[src/rtl/trace_ring_pkg.sv]
package trace_ring_pkg;

  localparam int REG_W  = 32;
  localparam int ADDR_W = 7;

  typedef enum logic [ADDR_W-1:0] {
    A_IDENT  = 7'd0,
    A_DEPTH  = 7'd1,
    A_WIDTH  = 7'd2,
    A_STATUS = 7'd3,
    A_DATA   = 7'd4,
    A_RDPTR  = 7'd5,
    A_WRPTR  = 7'd6,
    A_TCOUNT = 7'd7,
    A_CTRL   = 7'd8
  } reg_addr_e;

  // Strobes from control to datapath, one cycle each.
  typedef struct packed {
    logic stageLd;  // capture trcData into the staging register
    logic store;    // write the staged word at wrPtr, step wrPtr
    logic ldWr;     // load wrPtr from ptrVal
    logic ldRd;     // load rdPtr from ptrVal
    logic incRd;    // step rdPtr after a data read
  } dp_strobe_t;

endpackage

[src/rtl/trace_ring_dp.sv]
module trace_ring_dp
  import trace_ring_pkg::*;
#(
  parameter int DEPTH = 16,
  parameter int WIDTH = 16,
  parameter int PTR_W = $clog2(DEPTH)
) (
  input  logic             clk,
  input  logic             rstN,
  input  dp_strobe_t       strobe,
  input  logic [WIDTH-1:0] trcData,
  input  logic [PTR_W-1:0] ptrVal,
  output logic [PTR_W-1:0] wrPtr,
  output logic [PTR_W-1:0] rdPtr,
  output logic [WIDTH-1:0] ramQ
);

  localparam logic [PTR_W-1:0] LAST = PTR_W'(DEPTH - 1);
  localparam bit POW2 = (DEPTH & (DEPTH - 1)) == 0;

  logic [WIDTH-1:0] stgData;
  logic [WIDTH-1:0] mem [DEPTH];
  logic [PTR_W-1:0] wrNext, rdNext;

  // Wrap arithmetic: free overflow for power-of-two depths, compare otherwise.
  generate
    if (POW2) begin : g_wrap_free
      assign wrNext = wrPtr + 1'b1;
      assign rdNext = rdPtr + 1'b1;
    end else begin : g_wrap_cmp
      assign wrNext = (wrPtr == LAST) ? '0 : wrPtr + 1'b1;
      assign rdNext = (rdPtr == LAST) ? '0 : rdPtr + 1'b1;
    end
  endgenerate

  always_ff @(posedge clk or negedge rstN) begin
    if (!rstN) begin
      stgData <= '0;
    end else if (strobe.stageLd) begin
      stgData <= trcData;
    end
  end

  always_ff @(posedge clk) begin
    if (strobe.store) begin
      mem[wrPtr] <= stgData;
    end
  end

  assign ramQ = mem[rdPtr];

  always_ff @(posedge clk or negedge rstN) begin
    if (!rstN) begin
      wrPtr <= '0;
    end else if (strobe.ldWr) begin
      wrPtr <= ptrVal;
    end else if (strobe.store) begin
      wrPtr <= wrNext;
    end
  end

  always_ff @(posedge clk or negedge rstN) begin
    if (!rstN) begin
      rdPtr <= '0;
    end else if (strobe.ldRd) begin
      rdPtr <= ptrVal;
    end else if (strobe.incRd) begin
      rdPtr <= rdNext;
    end
  end

  // a data read steps the read pointer by one, wrapping at the end.
  p_rdptr_step_r7: assert property (@(posedge clk) disable iff (!rstN)
    strobe.incRd && !strobe.ldRd |=>
      rdPtr == (($past(rdPtr) == LAST) ? '0 : $past(rdPtr) + 1'b1));

  // a pointer load takes the written value.
  p_wrptr_load_r8: assert property (@(posedge clk) disable iff (!rstN)
    strobe.ldWr |=> wrPtr == $past(ptrVal));

endmodule

[src/rtl/trace_ring_ctrl.sv]
module trace_ring_ctrl
  import trace_ring_pkg::*;
#(
  parameter int          DEPTH   = 16,
  parameter int          WIDTH   = 16,
  parameter logic [31:0] ID_CODE = 32'h7B0C_0001,
  parameter int          PTR_W   = $clog2(DEPTH)
) (
  input  logic              clk,
  input  logic              rstN,
  input  logic              trcValid,
  input  logic              trcTrigger,
  input  logic [ADDR_W-1:0] regAddr,
  input  logic              regWr,
  input  logic              regRd,
  input  logic [REG_W-1:0]  regWdata,
  input  logic [PTR_W-1:0]  wrPtr,
  input  logic [PTR_W-1:0]  rdPtr,
  input  logic [WIDTH-1:0]  ramQ,
  output dp_strobe_t        strobe,
  output logic [PTR_W-1:0]  ptrVal,
  output logic [REG_W-1:0]  regRdata
);

  localparam int CNT_W = PTR_W + 1;
  localparam logic [PTR_W-1:0] LAST = PTR_W'(DEPTH - 1);

  logic             ctrlEn, ctrlDemux;
  logic             full, triggered, acqComp;
  logic [CNT_W-1:0] cnt;
  logic             stgValid, stgTrig;
  logic             capOk, done, reEnable, dfEmpty;
  logic             wrCtrl, wrCount;
  logic             unusedBits;

  assign unusedBits = ^regWdata[REG_W-1:CNT_W];

  assign capOk    = ctrlEn && !acqComp;
  assign done     = triggered && (cnt == '0);
  assign wrCtrl   = regWr && (regAddr == A_CTRL);
  assign wrCount  = regWr && (regAddr == A_TCOUNT);
  assign reEnable = wrCtrl && regWdata[0] && !ctrlEn;
  assign dfEmpty  = acqComp && !stgValid;
  assign ptrVal   = regWdata[PTR_W-1:0];

  always_comb begin
    strobe         = '0;
    strobe.stageLd = capOk && trcValid;
    strobe.ldWr    = regWr && (regAddr == A_WRPTR);
    strobe.ldRd    = regWr && (regAddr == A_RDPTR);
    strobe.incRd   = regRd && (regAddr == A_DATA);
    strobe.store   = stgValid && !acqComp && !done && !strobe.ldWr;
  end

  // Input staging flags.
  always_ff @(posedge clk or negedge rstN) begin
    if (!rstN) begin
      stgValid <= 1'b0;
      stgTrig  <= 1'b0;
    end else begin
      stgValid <= capOk && trcValid;
      stgTrig  <= capOk && trcTrigger;
    end
  end

  // Control register.
  always_ff @(posedge clk or negedge rstN) begin
    if (!rstN) begin
      ctrlEn    <= 1'b0;
      ctrlDemux <= 1'b0;
    end else if (wrCtrl) begin
      ctrlEn    <= regWdata[0];
      ctrlDemux <= regWdata[1];
    end
  end

  // Sticky status flags.
  always_ff @(posedge clk or negedge rstN) begin
    if (!rstN) begin
      full      <= 1'b0;
      triggered <= 1'b0;
      acqComp   <= 1'b0;
    end else if (reEnable) begin
      full      <= 1'b0;
      triggered <= 1'b0;
      acqComp   <= 1'b0;
    end else begin
      if (strobe.store && wrPtr == LAST) full <= 1'b1;
      if (stgTrig)                       triggered <= 1'b1;
      if (done)                          acqComp <= 1'b1;
    end
  end

  // Post-trigger word counter.
  always_ff @(posedge clk or negedge rstN) begin
    if (!rstN) begin
      cnt <= '0;
    end else if (wrCount) begin
      cnt <= regWdata[CNT_W-1:0];
    end else if (strobe.store && triggered) begin
      cnt <= cnt - 1'b1;
    end
  end

  // Register read mux.
  always_comb begin
    regRdata = '0;
    case (regAddr)
      A_IDENT:  regRdata = ID_CODE;
      A_DEPTH:  regRdata = REG_W'(DEPTH);
      A_WIDTH:  regRdata = REG_W'(WIDTH);
      A_STATUS: regRdata = {28'd0, dfEmpty, acqComp, triggered, full};
      A_DATA:   regRdata = REG_W'(ramQ);
      A_RDPTR:  regRdata = REG_W'(rdPtr);
      A_WRPTR:  regRdata = REG_W'(wrPtr);
      A_TCOUNT: regRdata = REG_W'(cnt);
      A_CTRL:   regRdata = {30'd0, ctrlDemux, ctrlEn};
      default:  regRdata = '0;
    endcase
  end

  // storing into the last entry marks the buffer as wrapped.
  p_full_on_wrap_r3: assert property (@(posedge clk) disable iff (!rstN)
    strobe.store && wrPtr == LAST && !reEnable |=> full);

  // the triggered flag only clears on re-arm.
  p_trig_sticky_r4: assert property (@(posedge clk) disable iff (!rstN)
    triggered && !reEnable |=> triggered);

  // completion implies a trigger was seen.
  p_comp_after_trig_r5: assert property (@(posedge clk) disable iff (!rstN)
    acqComp |-> triggered);

  // after completion the write pointer moves only by register load.
  p_wrptr_frozen_r5: assert property (@(posedge clk) disable iff (!rstN)
    acqComp && !strobe.ldWr |=> $stable(wrPtr));

  // one cycle after completion the staging register is empty.
  p_drained_r6: assert property (@(posedge clk) disable iff (!rstN)
    acqComp && $past(acqComp) |-> dfEmpty);

endmodule

[src/rtl/trace_ring_buf.sv]
module trace_ring_buf
  import trace_ring_pkg::*;
#(
  parameter int          DEPTH   = 16,
  parameter int          WIDTH   = 16,
  parameter logic [31:0] ID_CODE = 32'h7B0C_0001
) (
  input  logic              clk,
  input  logic              rstN,
  input  logic              trcValid,
  input  logic [WIDTH-1:0]  trcData,
  input  logic              trcTrigger,
  input  logic [ADDR_W-1:0] regAddr,
  input  logic              regWr,
  input  logic              regRd,
  input  logic [REG_W-1:0]  regWdata,
  output logic [REG_W-1:0]  regRdata
);

  localparam int PTR_W = $clog2(DEPTH);

  dp_strobe_t       strobe;
  logic [PTR_W-1:0] ptrVal, wrPtr, rdPtr;
  logic [WIDTH-1:0] ramQ;

  trace_ring_ctrl #(
    .DEPTH(DEPTH), .WIDTH(WIDTH), .ID_CODE(ID_CODE), .PTR_W(PTR_W)
  ) i_ctrl (
    .clk(clk), .rstN(rstN),
    .trcValid(trcValid), .trcTrigger(trcTrigger),
    .regAddr(regAddr), .regWr(regWr), .regRd(regRd), .regWdata(regWdata),
    .wrPtr(wrPtr), .rdPtr(rdPtr), .ramQ(ramQ),
    .strobe(strobe), .ptrVal(ptrVal), .regRdata(regRdata)
  );

  trace_ring_dp #(
    .DEPTH(DEPTH), .WIDTH(WIDTH), .PTR_W(PTR_W)
  ) i_dp (
    .clk(clk), .rstN(rstN), .strobe(strobe), .trcData(trcData),
    .ptrVal(ptrVal), .wrPtr(wrPtr), .rdPtr(rdPtr), .ramQ(ramQ)
  );

endmodule

[config.mk]
export PLATFORM = sky130hd
export DESIGN_NAME = trace_ring_buf
export DESIGN_NICKNAME = d
export VERILOG_FILES = /design/src/rtl/trace_ring_pkg.sv /design/src/rtl/trace_ring_dp.sv /design/src/rtl/trace_ring_ctrl.sv /design/src/rtl/trace_ring_buf.sv
export SDC_FILE = /design/constraint.sdc
export NUM_CORES = 1
export LEC_CHECK = 0
export ABC_AREA = 1
export BUFFER_PORTS_ARGS = -buffer_cell sky130_fd_sc_hd__buf_2
export CORE_ASPECT_RATIO = 1.5
export CORE_MARGIN = 4
export CORE_UTILIZATION = 39
export DETAILED_ROUTE_END_ITERATION = 12
export GPL_TIMING_DRIVEN = 0
export HOLD_SLACK_MARGIN = 0.05
export PLACE_DENSITY_LB_ADDON = 0.25
export SLEW_MARGIN = 20
export SYNTH_ARGS = -nofsm -noshare
export SYNTH_HDL_FRONTEND = slang
export SYNTH_SLANG_ARGS = --single-unit
[constraint.sdc]
create_clock -name clk -period 6.6 [get_ports clk]
set_input_delay 0.33 -clock clk [delete_from_list [all_inputs] [get_ports clk]]
set_output_delay 0.33 -clock clk [all_outputs]
set_load 0.02 [all_outputs]
==> results.sh <==
export IMPL_fin_area_um2=14900
export IMPL_area_delta_synth_final_pct=15.6
export IMPL_avgRoutedWirePerCell_um=19.3
export IMPL_io_buffers=57
export IMPL_ys_seq_area_share_pct=66.8
export IMPL_drive_gt1_share_pct=14.6
export IMPL_synth_area_top_cells="edfxtp_1 60%, nand2_1 11%, dfrtp_1 7.0%, nand3_1 4.2%, inv_1 3.7%"
export IMPL_via_per_inst=5.03
export IMPL_fillers=3053
export IMPL_synth_top_family_by_area="simple AND/OR/NAND/NOR gates"
export IMPL_drtIter0Drc=833
export IMPL_ant_nets=0
export IMPL_diodes=0
export IMPL_synth_xor_area_share_pct=0.477
export IMPL_clk_latency_ps=540
export IMPL_synth_edf_count=256
export IMPL_overflow=0
export IMPL_grt_pass1_vias=9009
export IMPL_num_rows=81
export IMPL_hold_viol_final=0
export IMPL_slew_headroom_pct=44.0
export IMPL_finalSetupViolCount=0
export IMPL_grt_first_pass_wirelength_mm=52.5
export IMPL_ctsRootBufferMaster="clkbuf_16"
export IMPL_synth_fa_ha_area_share_pct=0.584
export IMPL_synthSimpleGateAreaFrac_pct=20.1
export IMPL_maxCapViolCount=0
export IMPL_drc=0
export IMPL_start_util_pct=39.5
export IMPL_fin_setup_tns_ps=0
export IMPL_synth_compound_area_share_pct=5.11
export IMPL_ios=93
export IMPL_worst_pin_slew_ps=840
export IMPL_startpoint_type="register"
export IMPL_peakVddDrop_uv=255
export IMPL_grt_max_degree=37
export IMPL_worstSetupPathType="register to output port"
export IMPL_area_sequential_um2=8590
export IMPL_layout_min_cycle_time_ps=3020
export IMPL_rsz0062_at_grt="false"
export IMPL_cp_arrival_ps=2690
export IMPL_fin_crit_sh_pct=45.7
export IMPL_p_leak_nw=6.08
export IMPL_rrSetupSlack_ps=4170
export IMPL_final_nets=1429
export IMPL_synth_distinct_cells=35
export IMPL_synthMuxAreaShare_pct=0
export IMPL_drt_wl_total_mm=34.6
export IMPL_synth_area_leader_cell="edfxtp_1"
export IMPL_end_kind="output port"
export IMPL_cts_buffer_depth=3
export IMPL_crit_buf_inv=3
export IMPL_syn_area_um2=12900
export IMPL_clock_fmax_mhz=331
export IMPL_outcome="finished, final reports clean"
export IMPL_syn_avg_cell_area_um2=10.4
export IMPL_ys_warn_count=0
export IMPL_cts_resized=0
export IMPL_routabilityCongestion=0.851
export IMPL_cp_required_ps=6270
export IMPL_cp_slowest_stage_delay_ps=630
export IMPL_synth_ff_type="edfxtp_1"
export IMPL_drv_slew=0
export IMPL_multi_input_area_um2=3460
export IMPL_synth_cells=1241
export IMPL_antenna_found_initial=0
export IMPL_holdCritPathClass="primary input to register"
export IMPL_cts_sinks=292
export IMPL_drt_pre_antenna_iters=5
export IMPL_p_per_area_nw_per_um2=323
export IMPL_synthArstFlopShare_pct=12.3
export IMPL_cts_buffers=26
export IMPL_die_width_um=156
export IMPL_crit_slowest_cell="clkbuf_1"
export IMPL_dieArea_um2=36000
export IMPL_synth_seq_cells=292
export IMPL_die_y_um=230
export IMPL_core_area_um2=32500
export IMPL_dp_hpwl_mm=23.7
export IMPL_clkTransAtPathRegs_ps=70
export IMPL_netlist_area_leader_share_pct=59.8
export IMPL_htree_levels=1
export IMPL_crit_path_cell_trace="inv_2 > clkbuf_1 > nand3_1 > nand3_1 > nand3_1 > nand2_1 > nand2_1 > nand2_1 > buf_2"
export IMPL_skew_ps=13.3
export IMPL_cts_tree="yes"
export IMPL_crit_family="buffers and inverters"
export IMPL_placed_area_um2=13900
export IMPL_cp_max_fo=10
export IMPL_vias=9029
export IMPL_groute_usage_overall_pct=19.1
cell usage after synthesis, types with 4 or more instances:
cell type  instances
nor2_4             4
nor3_1             4
nand4_1            5
buf_2             26
nand2_2            6
or2_2             11
ha_1               6
nand2_1          384
nand3_1          109
nor2_1            75
o211ai_1          16
xor2_1             5
buf_4             22
a21oi_1           36
o21ai_1           24
inv_2              7
o21ai_0           46
inv_1            126
nand3_2            4
clkbuf_1          13
dfrtp_1           36
edfxtp_1         256
registers in the layout, summed over array words and instances, names as in the netlist, 4 cells and up:
register,flops
i_dp.mem,256
i_dp.stgData,16
i_ctrl.cnt,5
i_dp.rdPtr,4
i_dp.wrPtr,4
layout by cell type, fill, tap and decap left out, types with 5 or more instances in the layout:
cell and instances:
nor2_4 8, dlygate4sd3_1 18, nand2_1 384, clkbuf_1 24, buf_2 83, nor2_1 60, inv_2 7, o21ai_0 46
clkinv_1 7, edfxtp_1 256, o21ai_1 24, o211ai_1 16, a21oi_1 36, nand4_1 5, buf_6 8, nand3_1 109
nor2_2 13, ha_1 6, dfrtp_1 36, conb_1 8, inv_1 126, clkbuf_16 28, nand2_2 6, buf_4 22
or2_2 11, xor2_1 5
power breakdown:
| part | switching (mW) | total, mW | internal, mW |
|---|---|---|---|
| logic | 0.507 | 0.748 | 0.241 |
| clock network | 0.653 | 1.44 | 0.789 |
| registers | 0.299 | 2.61 | 2.31 |
| total | 1.46 | 4.80 | 3.34 |
layer usage:
layer	GRT usage, %	wire [um]	vias to the layer above
met4	8.85	1590	0
met3	2.46	1740	76
met1	22.9	13500	4321
met2	33.9	17800	296
li1	-	-	4336
met5	0	0	-
cell families after synthesis:
logic type | count (synthesis)
xor+xnor | 7
flops | 292
fa+ha+maj | 6
other cells | 1
compound gates | 123
buf+inv | 203
simple gates | 609
worst reg2reg max path, stage by stage (launching register included):
cell	delay (ps)
dfrtp_1	370
inv_1	90
ha_1	240
nand4_1	150
nand2_1	160
nor2_4	230
nand2_1	200
nor2_2	450
buf_8	240
path summary, 6_finish.rpt:
check,end,startpoint,cells after the start
setup reg to reg,i_dp.mem[3][13],i_ctrl.cnt[0],8
hold / removal,i_dp.wrPtr[0],regWdata[0],3
max in group asynchronous,i_dp.stgData[14],rstN,2
hold reg to reg,i_ctrl.triggered,i_ctrl.stgTrig,2
min in group asynchronous,i_ctrl.ctrlEn,rstN,2
setup / recovery,regRdata[1],i_dp.rdPtr[1],9
through the flow:
step	util, %	setup WS [ps]	std cells	hold slack [ps]	power [mW]
floorplan	-	4340	1248	34.4	2.99
detailed placement	42.7	4130	1731	457	3.39
global placement	42.1	3320	1720	453	3.37
global route	45.7	3490	1795	112	5.00
CTS	45.7	3560	1795	89.7	4.83
finish	45.7	3580	1795	97.4	4.80
final cells by class:
type	count	area share [%]
Buffer	66	2.50
Clock inverter	6	0.253
Clock buffer	40	5.09
Multi-Input combinational cell	753	23.3
Tap cell	415	3.50
Sequential cell	292	57.8
Inverter	137	3.48
Timing Repair Buffer	86	4.07
what timing repair did:
item / 4_1_cts / 5_1_grt
endpoints found under the hold margin: 53 / 0
setup buffers: 0 / 0
hold buffers: 18 / 0
Power figures use the tool's default switching activity.
